File: src/rtl/gpio_bank_pkg.sv
package gpio_bank_pkg;

  localparam int LINE_W        = 32;
  localparam int REGS_PER_BANK = 8;
  localparam int BANK_BYTES    = REGS_PER_BANK * 4;
  localparam int BANK_SHIFT    = $clog2(BANK_BYTES);
  localparam int WFIELD_W      = 6;

  typedef enum logic [2:0] {
    REG_ODRAIN  = 3'd0,
    REG_DATA    = 3'd1,
    REG_DIR     = 3'd2,
    REG_EPOL    = 3'd3,
    REG_ANYEDGE = 3'd4,
    REG_MASK    = 3'd5,
    REG_LEVEL   = 3'd6,
    REG_STATUS  = 3'd7
  } gpio_reg_e;

  function automatic logic [LINE_W-1:0] impl_mask(input int unsigned width);
    if (width >= LINE_W) return '1;
    return (LINE_W'(1) << width) - LINE_W'(1);
  endfunction

endpackage

File: src/rtl/gpio_line_sync.sv
module gpio_line_sync #(
  parameter int W = 32
) (
  input  logic         clk,
  input  logic         rst_n,
  input  logic [W-1:0] pad_i,
  output logic [W-1:0] cur_o,
  output logic [W-1:0] prev_o
);

  logic [W-1:0] meta_q;
  logic [W-1:0] cur_q;
  logic [W-1:0] prev_q;

  always_ff @(posedge clk or negedge rst_n) begin
    if (!rst_n) begin
      meta_q <= '0;
      cur_q  <= '0;
      prev_q <= '0;
    end else begin
      meta_q <= pad_i;
      cur_q  <= meta_q;
      prev_q <= cur_q;
    end
  end

  assign cur_o  = cur_q;
  assign prev_o = prev_q;

endmodule

File: src/rtl/gpio_irq_detect.sv
module gpio_irq_detect #(
  parameter int          W    = 32,
  parameter logic [W-1:0] IMPL = '1
) (
  input  logic         clk,
  input  logic         rst_n,
  input  logic [W-1:0] cur_i,
  input  logic [W-1:0] prev_i,
  input  logic [W-1:0] level_i,
  input  logic [W-1:0] epol_i,
  input  logic [W-1:0] anyedge_i,
  input  logic         clr_we_i,
  input  logic [W-1:0] clr_data_i,
  output logic [W-1:0] status_o
);

  logic [W-1:0] rise;
  logic [W-1:0] fall;
  logic [W-1:0] toggled;
  logic [W-1:0] lvl_hit;
  logic [W-1:0] edge_hit;
  logic [W-1:0] hit;
  logic [W-1:0] clr_vec;
  logic [W-1:0] keep;
  logic [W-1:0] status_d;
  logic [W-1:0] status_q;

  always_comb begin
    rise     = cur_i & ~prev_i;
    fall     = ~cur_i & prev_i;
    toggled  = cur_i ^ prev_i;
    lvl_hit  = (epol_i & cur_i) | (~epol_i & ~cur_i);
    edge_hit = (anyedge_i & toggled) |
               (~anyedge_i & ((epol_i & rise) | (~epol_i & fall)));
    hit      = IMPL & ((level_i & lvl_hit) | (~level_i & edge_hit));
    clr_vec  = clr_we_i ? clr_data_i : '0;
    keep     = status_q & ~clr_vec;
    status_d = keep | hit;
  end

  always_ff @(posedge clk or negedge rst_n) begin
    if (!rst_n) status_q <= '0;
    else        status_q <= status_d;
  end

  assign status_o = status_q;

  // a cleared bit with no fresh detection reads 0 afterwards
  p_w1c_clears_r8: assert property (@(posedge clk) disable iff (!rst_n)
    clr_we_i |=> ((status_q & $past(clr_data_i & ~hit)) == '0));

  // bits not being cleared stay set
  p_sticky_r8: assert property (@(posedge clk) disable iff (!rst_n)
    1'b1 |=> ((status_q & $past(keep)) == $past(keep)));

  // a detection always lands, even against a clear
  p_set_wins_r9: assert property (@(posedge clk) disable iff (!rst_n)
    (|hit) |=> ((status_q & $past(hit)) == $past(hit)));

endmodule

File: src/rtl/gpio_bank.sv
module gpio_bank
  import gpio_bank_pkg::*;
#(
  parameter logic [LINE_W-1:0] IMPL = '1
) (
  input  logic              clk,
  input  logic              rst_n,
  input  logic              wr_en_i,
  input  gpio_reg_e         reg_i,
  input  logic [LINE_W-1:0] wdata_i,
  output logic [LINE_W-1:0] rdata_o,
  input  logic [LINE_W-1:0] pad_in_i,
  output logic [LINE_W-1:0] pad_out_o,
  output logic [LINE_W-1:0] pad_oe_o,
  output logic              irq_o,
  output logic              mask_any_o
);

  logic [LINE_W-1:0] od_q, od_d;
  logic [LINE_W-1:0] dout_q, dout_d;
  logic [LINE_W-1:0] dir_q, dir_d;
  logic [LINE_W-1:0] epol_q, epol_d;
  logic [LINE_W-1:0] any_q, any_d;
  logic [LINE_W-1:0] mask_q, mask_d;
  logic [LINE_W-1:0] lvl_q, lvl_d;
  logic [LINE_W-1:0] wval;
  logic [LINE_W-1:0] cur;
  logic [LINE_W-1:0] prev;
  logic [LINE_W-1:0] status;
  logic              clr_we;

  assign wval   = wdata_i & IMPL;
  assign clr_we = wr_en_i && (reg_i == REG_STATUS);

  always_comb begin
    od_d   = od_q;
    dout_d = dout_q;
    dir_d  = dir_q;
    epol_d = epol_q;
    any_d  = any_q;
    mask_d = mask_q;
    lvl_d  = lvl_q;
    if (wr_en_i) begin
      case (reg_i)
        REG_ODRAIN:  od_d   = wval;
        REG_DATA:    dout_d = wval;
        REG_DIR:     dir_d  = wval;
        REG_EPOL:    epol_d = wval;
        REG_ANYEDGE: any_d  = wval;
        REG_MASK:    mask_d = wval;
        REG_LEVEL:   lvl_d  = wval;
        default: ;
      endcase
    end
  end

  always_ff @(posedge clk or negedge rst_n) begin
    if (!rst_n) begin
      od_q   <= '0;
      dout_q <= '0;
      dir_q  <= IMPL;
      epol_q <= '0;
      any_q  <= '0;
      mask_q <= '0;
      lvl_q  <= '0;
    end else if (wr_en_i) begin
      od_q   <= od_d;
      dout_q <= dout_d;
      dir_q  <= dir_d;
      epol_q <= epol_d;
      any_q  <= any_d;
      mask_q <= mask_d;
      lvl_q  <= lvl_d;
    end
  end

  gpio_line_sync #(.W(LINE_W)) sync_i (
    .clk    (clk),
    .rst_n  (rst_n),
    .pad_i  (pad_in_i),
    .cur_o  (cur),
    .prev_o (prev)
  );

  gpio_irq_detect #(.W(LINE_W), .IMPL(IMPL)) det_i (
    .clk        (clk),
    .rst_n      (rst_n),
    .cur_i      (cur),
    .prev_i     (prev),
    .level_i    (lvl_q),
    .epol_i     (epol_q),
    .anyedge_i  (any_q),
    .clr_we_i   (clr_we),
    .clr_data_i (wval),
    .status_o   (status)
  );

  always_comb begin
    case (reg_i)
      REG_ODRAIN:  rdata_o = od_q;
      REG_DATA:    rdata_o = IMPL & ((dir_q & cur) | (~dir_q & dout_q));
      REG_DIR:     rdata_o = dir_q;
      REG_EPOL:    rdata_o = epol_q;
      REG_ANYEDGE: rdata_o = any_q;
      REG_MASK:    rdata_o = mask_q;
      REG_LEVEL:   rdata_o = lvl_q;
      default:     rdata_o = status;
    endcase
  end

  assign pad_oe_o   = IMPL & ~dir_q & (~od_q | ~dout_q);
  assign pad_out_o  = IMPL & dout_q & ~od_q;
  assign irq_o      = |(status & mask_q);
  assign mask_any_o = |mask_q;

  // an open-drain line never drives a high value
  p_odrain_low_r3: assert property (@(posedge clk) disable iff (!rst_n)
    ((pad_oe_o & pad_out_o & od_q) == '0));

endmodule

File: src/rtl/gpio_bank_ctrl.sv
module gpio_bank_ctrl
  import gpio_bank_pkg::*;
#(
  parameter  int                         NUM_BANKS   = 2,
  parameter  logic [NUM_BANKS*WFIELD_W-1:0] BANK_WIDTHS = {6'd5, 6'd8},
  localparam int                         ADDR_W      = $clog2(NUM_BANKS * BANK_BYTES)
) (
  input  logic                        clk,
  input  logic                        rst_n,
  input  logic [ADDR_W-1:0]           reg_addr,
  input  logic                        reg_wr,
  input  logic [LINE_W-1:0]           reg_wdata,
  output logic [LINE_W-1:0]           reg_rdata,
  input  logic [NUM_BANKS*LINE_W-1:0] pad_in,
  output logic [NUM_BANKS*LINE_W-1:0] pad_out,
  output logic [NUM_BANKS*LINE_W-1:0] pad_oe,
  output logic                        irq
);

  logic [LINE_W-1:0] bank_rdata [NUM_BANKS];
  logic [NUM_BANKS-1:0] bank_hit;
  logic [NUM_BANKS-1:0] bank_irq;
  logic [NUM_BANKS-1:0] bank_mask_any;
  gpio_reg_e            reg_sel;
  logic [1:0]           unused_byte_lane;

  assign reg_sel          = gpio_reg_e'(reg_addr[BANK_SHIFT-1:2]);
  assign unused_byte_lane = reg_addr[1:0];

  for (genvar b = 0; b < NUM_BANKS; b++) begin : g_bank
    localparam logic [LINE_W-1:0] IMPL =
      impl_mask(int'(BANK_WIDTHS[b*WFIELD_W +: WFIELD_W]));

    assign bank_hit[b] = ((32'(reg_addr) >> BANK_SHIFT) == 32'(b));

    gpio_bank #(.IMPL(IMPL)) bank_i (
      .clk        (clk),
      .rst_n      (rst_n),
      .wr_en_i    (reg_wr && bank_hit[b]),
      .reg_i      (reg_sel),
      .wdata_i    (reg_wdata),
      .rdata_o    (bank_rdata[b]),
      .pad_in_i   (pad_in[b*LINE_W +: LINE_W]),
      .pad_out_o  (pad_out[b*LINE_W +: LINE_W]),
      .pad_oe_o   (pad_oe[b*LINE_W +: LINE_W]),
      .irq_o      (bank_irq[b]),
      .mask_any_o (bank_mask_any[b])
    );
  end

  always_comb begin
    reg_rdata = '0;
    for (int b = 0; b < NUM_BANKS; b++) begin
      if (bank_hit[b]) reg_rdata = bank_rdata[b];
    end
  end

  assign irq = |bank_irq;

  // no interrupt can be raised while every mask bit is clear
  p_irq_needs_mask_r10: assert property (@(posedge clk) disable iff (!rst_n)
    irq |-> (|bank_mask_any));

  // at most one bank answers an address
  p_one_bank_r1: assert property (@(posedge clk) disable iff (!rst_n)
    $onehot0(bank_hit));

endmodule

File: config.mk
export PLATFORM = sky130hd
export DESIGN_NAME = gpio_bank_ctrl
export DESIGN_NICKNAME = d
export VERILOG_FILES = /design/src/rtl/gpio_bank_pkg.sv /design/src/rtl/gpio_line_sync.sv /design/src/rtl/gpio_irq_detect.sv /design/src/rtl/gpio_bank.sv /design/src/rtl/gpio_bank_ctrl.sv
export SDC_FILE = /design/constraint.sdc
export NUM_CORES = 1
export LEC_CHECK = 0
export ABC_AREA = 1
export BUFFER_PORTS_ARGS = -buffer_cell sky130_fd_sc_hd__buf_2
export CORE_ASPECT_RATIO = 1.2
export CORE_MARGIN = 1.5
export CORE_UTILIZATION = 52
export DETAILED_ROUTE_END_ITERATION = 8
export GPL_TIMING_DRIVEN = 0
export PLACE_DENSITY = 0.89
export SYNTH_ARGS = -nofsm -noshare
export SYNTH_HDL_FRONTEND = slang
export SYNTH_SLANG_ARGS = --single-unit
File: constraint.sdc
create_clock -name clk -period 1.3 [get_ports clk]
set_input_delay 0.065 -clock clk [delete_from_list [all_inputs] [get_ports clk]]
set_output_delay 0.065 -clock clk [all_outputs]
set_load 0.005 [all_outputs]
==> run metrics, run 1 <==
CTS Root Cell=clkbuf_16; data required time of the worst path=1.24 ns; hpwl dp=~16,000 um; grt met1 use=approximately a third; count leader, synth=nand2_1; Pwr per Cell Area=1350 nW/um^2; fin area=10,470 sq um; DR WL/cell=15.76 um; Synth area leader=dfrtp_1; Via density=roughly 5.2; FF-to-FF Start=g_bank[1].bank_i.sync_i.cur_o[4]; vias in the first global route=7,399; Detailed Route Iter0 Violations=912; crit path time final=1.803 ns; clock-pin slew on the worst setup and hold paths=approximately 0.06 ns; CTS tree=yes; global-route usage over all layers=28.20%; LEAKAGE=5.520 nW; GRT Max-Usage Layer=met2; met2 usage=45.28%; Setup TNS=-4.215 ns; dpl cells=1,424; Worst Hold Launch=reg_wdata[3]; starting density of the core=53.01%; Hold WC Path Type=in -> reg; RSZ-0062 raised after global routing=yes; Slew headroom=56.51%; Synth Instances=1,031; Post-Syn Area=8224 sq um; Placed Area=9283 sq um; global placement routability congestion=about 0.94; row cnt=50; Area Overhead vs Synth=27.31%; Clock Tree Buf Depth=2; Slew Limit Fails=0; largest cells by area after synthesis=dfrtp_1 (40%), buf_4 (12%), nand2_1 (11%); Hold WS=0.03696 ns; final WL=23,640 um; sequential cell area fraction in the yosys report=43.71%; top cell type's share of synthesized area=39.56%; total CTS buffers=17; initial antenna violation count=1; GRT met3 Usage=8.131%; type of origin of the critical path=flop; CP Max Fanout=5; Final Hold Vio Count=0; Core ar.=15,510 sq um; Worst IR Drop VDD=0.9330 mV; DRC=0; final setup fails=15; worst-case clock skew=0.004263 ns; worst slew pin tran=0.6523 ns; R2R setup slack=-0.14 ns; Ports=266; Synth top cells by count=nand2_1 (251), buf_4 (134), dfrtp_1 (130); final cell count without fillers=1,500; Clock Sinks=143; Clk Latency, worst-skew pair=0.43 ns; kind of critical path=reg -> out; synth unique cells=29; DR pass1 iterations=6; first-pass GRT wire length=36,720 um; Avg Inst Size Synth=7.977 sq um; Synth Flop Type=dfrtp_1; hold endpoint=g_bank[0].bank_i.any_q[3]; filler instances=1,198; Worst Setup End Kind=output port; H-tree Lvls=4; failing checks=setup timing; status=complete, but fails checks; fin nets=roughly 1,400; die area=roughly 17,000 sq um; crit share post-route=138.7%; pin count of the biggest net entering global routing=98; arrival time at the worst endpoint=about 1.7 ns; gr ovfl total=0; max cap viols=0; fmax=554.6 MHz; share of cells above drive strength 1=26.72%; post-synthesis sequential element count=about 140; fraction of registers with async set or reset after synthesis=100.0%; Final ANT Viol Nets=0; Die Wd=117.8 um; R2R cell count=10; hold path cells=3; end of the worst register-to-register path=g_bank[1].bank_i.det_i.status_o[4]; Die H=~140 um; number of synthesized flops with an enable pin=0; total number of vias=7,811; Final WS setup=-0.5031 ns; IO buf count=roughly 60; Yosys warnings=0
## repair_timing
action                                  4_1_cts  5_1_grt
pin swaps                                    13       12
hold buffers                                 22        0
resized for setup                            23       47
endpoints found under the setup margin       10       42
hold endpoints to repair                     75        0
buffers inserted                             14        8
## layer usage
metal | part of all wire [%] | up-vias
met4 | 6.2 | 0
li1 | - | 3577
met5 | 0 | -
met2 | 47 | 610
met1 | 35 | 3471
met3 | 12 | 153
## critical path, cell delays in order (launching register included)
cell and delay (ns):
dfstp_2 0.58, inv_1 0.05, nand2_1 0.05, nand2_1 0.06, nand2_1 0.08, nand2_1 0.06, nor2_1 0.09, nand2_1 0.06
nand2_1 0.08, nand2_2 0.08, buf_2 0.13
## metrics by stage
step,power (W),setup WS [ns],util [%]
after floorplan,0.007578,0.2054,-
after CTS,0.01386,-0.4353,66.40
final,0.01413,-0.5031,67.48
after global placement,0.008409,-1.829,59.61
after detailed placement,0.008560,-0.3488,59.83
after global routing,0.01476,-0.5459,67.48
## kinds of logic (layout without fill, tap and decap cells)
logic type,Yosys count,count (layout),synth area share [%]
and+or+nand+nor,410,410,21.50
other,1,127,0.04560
DFF,143,143,43.71
xor gates and xnor gates,2,2,0.2130
adders and majority gates,26,26,3.956
buffers and inverters,255,390,18.26
AOI/OAI and AO/OA,194,194,12.32
## cells in the final DEF, fill, tap and decap left out, types with 19 or more instances in the layout
| cell | instances |
|---|---|
| a21oi_1 | 43 |
| buf_2 | 63 |
| buf_4 | 142 |
| buf_6 | 19 |
| conb_1 | 126 |
| dfrtp_1 | 126 |
| dlygate4sd3_1 | 22 |
| ha_1 | 26 |
| inv_1 | 88 |
| nand2_1 | 233 |
| nand2_2 | 23 |
| nand3_1 | 33 |
| nand4_1 | 34 |
| nor2_1 | 72 |
| o21ai_0 | 120 |
## sequential cells by signal, indices dropped and copies added, names as in the netlist
| register | flops |
|---|---|
| g_bank.bank_i.lvl_q | 13 |
| g_bank.bank_i.dout_q | 13 |
| g_bank.bank_i.sync_i.cur_o | 13 |
| g_bank.bank_i.od_q | 13 |
| g_bank.bank_i.epol_q | 13 |
| g_bank.bank_i.dir_q | 13 |
| g_bank.bank_i.sync_i.meta_q | 13 |
| g_bank.bank_i.sync_i.prev_o | 13 |
| g_bank.bank_i.mask_q | 13 |
| g_bank.bank_i.det_i.status_o | 13 |
| g_bank.bank_i.any_q | 13 |
## power breakdown
| group | total, W | switching (W) | internal, W |
|---|---|---|---|
| Sequential | 0.00600 | 0.000798 | 0.00521 |
| Combinational | 0.00310 | 0.00168 | 0.00142 |
| Clock | 0.00503 | 0.00196 | 0.00307 |
| Total | 0.0141 | 0.00444 | 0.00969 |
## worst max path at each step
| stage | startpoint | end | slack (ns) | depth (start not counted) |
|---|---|---|---|---|
| final | g_bank[0].bank_i.dir_q[3] | reg_rdata[3] | -0.50 | 10 |
| after global routing | g_bank[1].bank_i.dir_q[4] | reg_rdata[4] | -0.55 | 10 |
| after CTS | g_bank[1].bank_i.dir_q[4] | reg_rdata[4] | -0.44 | 10 |
| after detailed placement | reg_addr[3] | g_bank[0].bank_i.dout_q[4] | -0.35 | 7 |
| after global placement | rst_n | g_bank[1].bank_i.sync_i.meta_q[0] | -1.83 | 1 |
| after floorplan | reg_addr[3] | g_bank[0].bank_i.dout_q[6] | 0.21 | 8 |
## area by class of cell
| cell class | instances | area [sq um] | share of cell area (%) |
|---|---|---|---|
| Antenna cell | 1 | 2.502 | 0.02390 |
| Buffer | 159 | 1144 | 10.92 |
| Clock buffer | 19 | 442.9 | 4.230 |
| Clock inverter | 13 | 165.2 | 1.577 |
| Inverter | 96 | 362.8 | 3.466 |
| Multi-Input combinational cell | 758 | 3716 | 35.49 |
| Sequential cell | 143 | 3600 | 34.38 |
| Tap cell | 208 | 260.3 | 2.486 |
| Timing Repair Buffer | 103 | 777.0 | 7.421 |
(Power assumes the default switching activity.)
==> run 2, diff against run 1 <==
- CORE_UTILIZATION: 52 -> 56
- PLACE_DENSITY: 0.89 -> 0.94
- clock period: 1.3 -> 2.1 ns (I/O delays scaled with it)
==> run 2 against run 1 <==
  * The run now ends clean
  * Worst hold slack improved by 0.18 ns
  * Clock skew increased by 0.0038 ns
  * Critical path depth stayed put
  * First-iteration DRC count rose by 18%
  * Sequential power fell by 38%
  * Final cell count is 3.7% lower
  * Clock power shrank 36%
  * Via count decreased by 0.55%
  * Die area decreased by 7.0%
  * Sequential share of layout area up 1.2 points
  * Global-route usage rose by 2.4 points
  * Largest power group unchanged
  * Highest routed layer unchanged
==> run metrics, run 2 (synthesis gave the netlist of run 1 again) <==
status=complete, no violations; initial antenna violation count=0; Worst path top cell family by delay=simple AND/OR/NAND/NOR gates; Hold WC Path Type=in -> async; LEAKAGE=about 5.4 nW; dpl cells=about 1,400; starting density of the core=57.30%; row cnt=between 40 and 50; Core ar.=14,350 sq um; Psw=0.002646 W; Crit path depth=10; commonest cells after routing, fill and taps aside=nand2_1 (251), buf_4 (134), dfrtp_1 (130); Setup TNS=0 ns; IO buf count=59; max cap viols=0; kind of critical path=in -> out; Clk Latency, worst-skew pair=0.43 ns; Detailed Route Iter0 Violations=between 1,000 and 1,500; global placement routability congestion=around 0.93; final WL=around 23,000 um; Final ANT Viol Nets=0; cell-by-cell trace of the critical path=buf_4, nor2_1, clkbuf_1, nand3_1, nand2_1, nor2_1, nand2_1, nand2_1, nand2_1, buf_2; worst-case clock skew=0.008028 ns; Critical-path top delay cell=clkbuf_1; Pwr per Cell Area=853.4 nW/um^2; worst slack at placement=roughly 0.44 ns; RSZ-0062 raised after global routing=no; Placed Area=9241 sq um; Clock Sinks=143; Final Hold Vio Count=0; total number of vias=about 7,800; CTS tree=yes; DR pass1 iterations=8; CP dominant cell by count=nand2_1; crit path time final=1.963 ns; worst path bufs/invs=3; type of origin of the critical path=primary input; Seq pwr share=a little over two fifths; hpwl dp=15,220 um; pin count of the biggest net entering global routing=86; gr ovfl total=0; fmax=approximately 510 MHz; H-tree Lvls=4; total power=0.008614 W; Final WS setup=0.1373 ns; Clock Tree Buf Depth=2; R2R cell count=6; clock network fraction of design power=around 38%; Worst Setup End Kind=output port; combinational power share=19.5%; worst slew pin tran=0.7429 ns; DR WL/cell=16.06 um; clock-pin slew on the worst setup and hold paths=0.06 ns; CTS Root Cell=clkbuf_16; Via density=between 5 and 6; slowest cell delay on critical path=0.52 ns; Net Sw Frac=about 30%; antenna cells=0; Die H=135.8 um; commonest non-fill, non-tap cell in the layout=nand2_1; Worst IR Drop VDD=0.5384 mV; Die Wd=113.6 um; Slew Limit Fails=0; crit share post-route=93.46%; CP Max Fanout=10; DRC=0; area occupied by multi-input gates=3597 sq um; Ports=266; register area=3595 sq um; final setup fails=0; Area Overhead vs Synth=22.73%; data required time of the worst path=2.00 ns; Slew headroom=around half; fin area=10,090 sq um; fin nets=~1,400; first-pass GRT wire length=about 36,000 um; total CTS buffers=17; global-route usage over all layers=a little under a third; vias in the first global route=7,342; Pint=0.005968 W; arrival time at the worst endpoint=1.86 ns; share of cells above drive strength 1=21.89%; die area=15,420 sq um; filler instances=1,106; final cell count without fillers=1,445
## run 2: cell count changes in the layout (fill, tap and decap cells not counted), moves of 5 or more
cell	change
buf_6	-14
a21oi_1	+9
o21ai_0	+5
a21oi_2	-9
nand2_2	-18
buf_4	-8
nand2_1	+18
## run 2: worst paths after layout
path                                                   start  slack [ns]                                  to
min                                                    rst_n        0.22   g_bank[1].bank_i.sync_i.meta_q[4]
min in group clk                                 reg_addr[2]        0.25          g_bank[0].bank_i.mask_q[0]
max reg2reg                 g_bank[0].bank_i.sync_i.cur_o[6]        0.76  g_bank[0].bank_i.det_i.status_o[6]
max                                              reg_addr[2]        0.14                        reg_rdata[2]
max in group asynchronous                              rst_n        1.03           g_bank[0].bank_i.dir_q[7]
min reg2reg                g_bank[1].bank_i.sync_i.meta_q[2]        0.35    g_bank[1].bank_i.sync_i.cur_o[2]
## run 2: metrics by stage
| step | utilization [%] | hold WS (ns) |
|---|---|---|
| floorplan | - | -0.1906 |
| global placement | 64.15 | 0.2125 |
| detailed placement | 64.38 | 0.1118 |
| CTS | 70.32 | 0.2368 |
| global route | 70.32 | 0.2801 |
| finish | 70.32 | 0.2203 |
## run 2: metal layers
layer  GRT usage [%]  up-vias  routed length, um
li1                -     3542                  -
met1           36.25     3435               7871
met2           48.03      626              10760
met3           8.859      165               2932
met4           21.32        0               1632
met5               0        -                  0
## run 2: power by group through the flow
stage | logic, W | registers [W] | clock network (W)
4_1_cts | 0.00165 | 0.00368 | 0.00322
5_1_grt | 0.00189 | 0.00376 | 0.00332
6_report | 0.00168 | 0.00370 | 0.00323
2_1_floorplan | 0.00112 | 0.00357 | 0
3_3_place_gp | 0.00150 | 0.00368 | 0
3_5_place_dp | 0.00158 | 0.00371 | 0
## run 2: final cells by class
cell class | count | share of cell area, %
multi-input cells | 758 | 35.64
inverters | 96 | 3.595
plain buffers | 159 | 11.28
flip-flops and latches | 143 | 35.61
clock inverters | 13 | 1.872
repair buffers | 82 | 5.442
well taps | 175 | 2.169
clock buffers | 19 | 4.388
## run 2: worst register-to-register path, delay by kind of cell, from the launching register on
kind / cells / cell delay (ns)
fa+ha+maj: 1 / 0.19
flops: 1 / 0.47
compound gates: 3 / 0.38
buf+inv: 2 / 0.15
## run 2: what timing repair did
action | in CTS | in global routing
setup endpoints to repair | 0 | 0
hold buffers | 22 | 0
gates resized for setup | 0 | 0
hold endpoints to repair | 80 | 0
setup buffers | 0 | 0
==> run 3, diff against run 2 <==
- CORE_UTILIZATION: 56 -> 62
- CTS_BUF_LIST: unset -> sky130_fd_sc_hd__clkbuf_8 sky130_fd_sc_hd__clkbuf_16
- PLACE_DENSITY: 0.94 -> 0.95
- SETUP_SLACK_MARGIN: unset -> 0.5
- SYNTH_HIERARCHICAL: unset -> 1
==> run 3 against run 2 <==
  * Utilization increased by 8.1 points
  * Via count increased by 33%
  * Final area increased by 31%
  * Global-route usage increased by 1.9 points
  * Critical path depth increased by 1
  * Combinational power increased by 27%
  * Non-clock buffer count increased by 44
  * Wire length increased by 28%
  * Worst setup slack got worse by 0.082 ns
  * Flip-flop and latch count increased by 51
  * Clock-buffer cell count decreased by 2
  * Die area increased by 17%
  * Critical endpoint unchanged
==> run metrics, run 3 <==
Post-Syn Area=10,670 sq um; slowest cell delay on critical path=0.49 ns; Worst IR Drop VDD=0.5973 mV; Worst Setup End Kind=output port; combinational power share=21.4%; end of the worst register-to-register path=g_bank[0].bank_i/det_i/status_o[3]; Hold WS=0.01372 ns; total CTS buffers=17; starting density of the core=a little over three fifths; crit path time final=2.045 ns; commonest non-fill, non-tap cell in the layout=nand2_1; Detailed Route Iter0 Violations=1,370; clock network fraction of design power=between 30% and 40%; Slew headroom=54.00%; data required time of the worst path=2.00 ns; Final Hold Vio Count=0; worst slew pin tran=slightly below 0.7 ns; pin count of the biggest net entering global routing=117; commonest cells after routing, fill and taps aside=nand2_1 (363), dfrtp_1 (181), inv_1 (155); Ports=around 270; gr ovfl total=0; kind of critical path=in -> out; Via density=5.449; Psw=0.003251 W; worst-case clock skew=0.007036 ns; Critical-path top delay cell=nor2_2; Avg Inst Size Synth=7.875 sq um; CTS Root Cell=clkbuf_16; crit share post-route=97.36%; Net Sw Frac=~32%; Worst Hold Launch=reg_wdata[3]; IO buf count=85; Hold WC Path Type=in -> reg; DRC=0; Pint=0.006780 W; Clock Sinks=194; initial antenna violation count=0; die area=~18,000 sq um; clock-pin slew on the worst setup and hold paths=approximately 0.07 ns; FF-to-FF Start=g_bank[0].bank_i/sync_i/cur_o[3]; fmax=~500 MHz; H-tree Lvls=4; Yosys warnings=6; global-route usage over all layers=between 30 and 40%; filler instances=1,064; hold path cells=4; row cnt=52; DR WL/cell=15.73 um; Area Overhead vs Synth=23.80%; hpwl dp=roughly 18,000 um; CP Max Fanout=10; CTS tree=yes; global placement routability congestion=a little over 0.9; max cap viols=0; Pwr per Cell Area=759.3 nW/um^2; Seq pwr share=46.4%; Slew Limit Fails=0; vias in the first global route=9,642; fin nets=1,795; Synth Instances=1,355; final WL=29,800 um; Largest register FFs=64; arrival time at the worst endpoint=1.94 ns; Clk Latency, worst-skew pair=0.44 ns; Clock Tree Buf Depth=2; Die Wd=122.8 um; final setup fails=0; Core ar.=16,850 sq um; cell-by-cell trace of the critical path=buf_2, inv_2, nor2_2, buf_2, nand3_1, nand2_2, nor2_2, nand3_2, nand2_2, nand2_2, buf_2; hold endpoint=g_bank[1].bank_i/det_i/status_o[3]; LEAKAGE=7.088 nW; type of origin of the critical path=primary input; R2R setup slack=0.80 ns; status=complete, no violations; Final ANT Viol Nets=0; R2R cell count=5; RSZ-0062 raised after global routing=yes; Die H=146.7 um; share of cells above drive strength 1=23.38%; post-route core utilization=just under 80%; DR pass1 iterations=7; first-pass GRT wire length=about 46,000 um; total number of vias=10,320
-- run 3: cell types whose count changed in the layout (fill, tap and decap cells not counted), sizes merged, moves of 47 or more --
cell and change:
buf +48, inv +80, a21boi +51, dfrtp +51
nand3 +64, nand2 +146, o21ai -47
-- run 3: worst max-delay path by stage --
stage                              start                            endpoint  slack (ns)
2_1_floorplan                reg_addr[3]  g_bank[0].bank_i/det_i/status_o[1]        0.72
3_3_place_gp                       rst_n          g_bank[1].bank_i/dout_q[1]       -2.20
3_5_place_dp                 reg_addr[3]  g_bank[0].bank_i/det_i/status_o[6]      -0.007
4_1_cts        g_bank[0].bank_i/dir_q[2]                        reg_rdata[2]        0.18
5_1_grt                      reg_addr[3]                        reg_rdata[2]        0.05
6_report                     reg_addr[3]                        reg_rdata[2]        0.06
-- run 3: power groups by stage --
stage	clock network (W)	logic, W	registers, W
after floorplan	0	0.00119	0.00456
after global placement	0	0.00161	0.00465
after detailed placement	0	0.00170	0.00468
after CTS	0.00326	0.00193	0.00460
after global routing	0.00339	0.00237	0.00470
final	0.00324	0.00214	0.00465
-- run 3: per-stage QoR --
stage          std cells  area (sq um)  setup TNS (ns)  setup slack [ns]  power, W
2_1_floorplan       1506         11240               0            0.7212  0.005756
3_3_place_gp        1807         11930         -408.89            -2.202  0.006265
3_5_place_dp        1808         11970       -0.007732         -0.006838  0.006382
4_1_cts             1882         12990               0            0.1777  0.009785
5_1_grt             1893         13210               0           0.04730   0.01045
6_report            1894         13210               0           0.05541   0.01003
-- run 3: final cells by class --
| class | instances | area (sq um) | area share, % |
|---|---|---|---|
| Buffer | 146 | 1099 | 8.316 |
| Multi-Input combinational cell | 998 | 4801 | 36.34 |
| Inverter | 168 | 643.1 | 4.868 |
| Tap cell | 216 | 270.3 | 2.046 |
| Timing Repair Buffer | 139 | 950.9 | 7.198 |
| Clock inverter | 15 | 147.6 | 1.118 |
| Sequential cell | 194 | 4871 | 36.87 |
| Antenna cell | 1 | 2.502 | 0.01894 |
| Clock buffer | 17 | 425.4 | 3.220 |
-- run 3: timing repair --
action                     in CTS  in global routing
hold buffers                   18                  0
setup endpoints to repair      35                 29
pin swaps                      26                 38
resized for setup              27                 47
hold endpoints to repair       91                  0
cloned                          0                  0
setup buffers                  24                 11
-- run 3: worst max-delay path, delay by kind of cell --
family | cells | cell delay (ns)
buf+inv | 4 | 0.72
simple gates | 7 | 1.10
-- run 3: layer usage --
layer	wire, um	global-route usage (%)	vias up
met2	14120	52.81	783
met3	3264	7.648	203
met1	10650	39.46	4711
met5	0	0	-
met4	1759	18.72	0
li1	-	-	4624
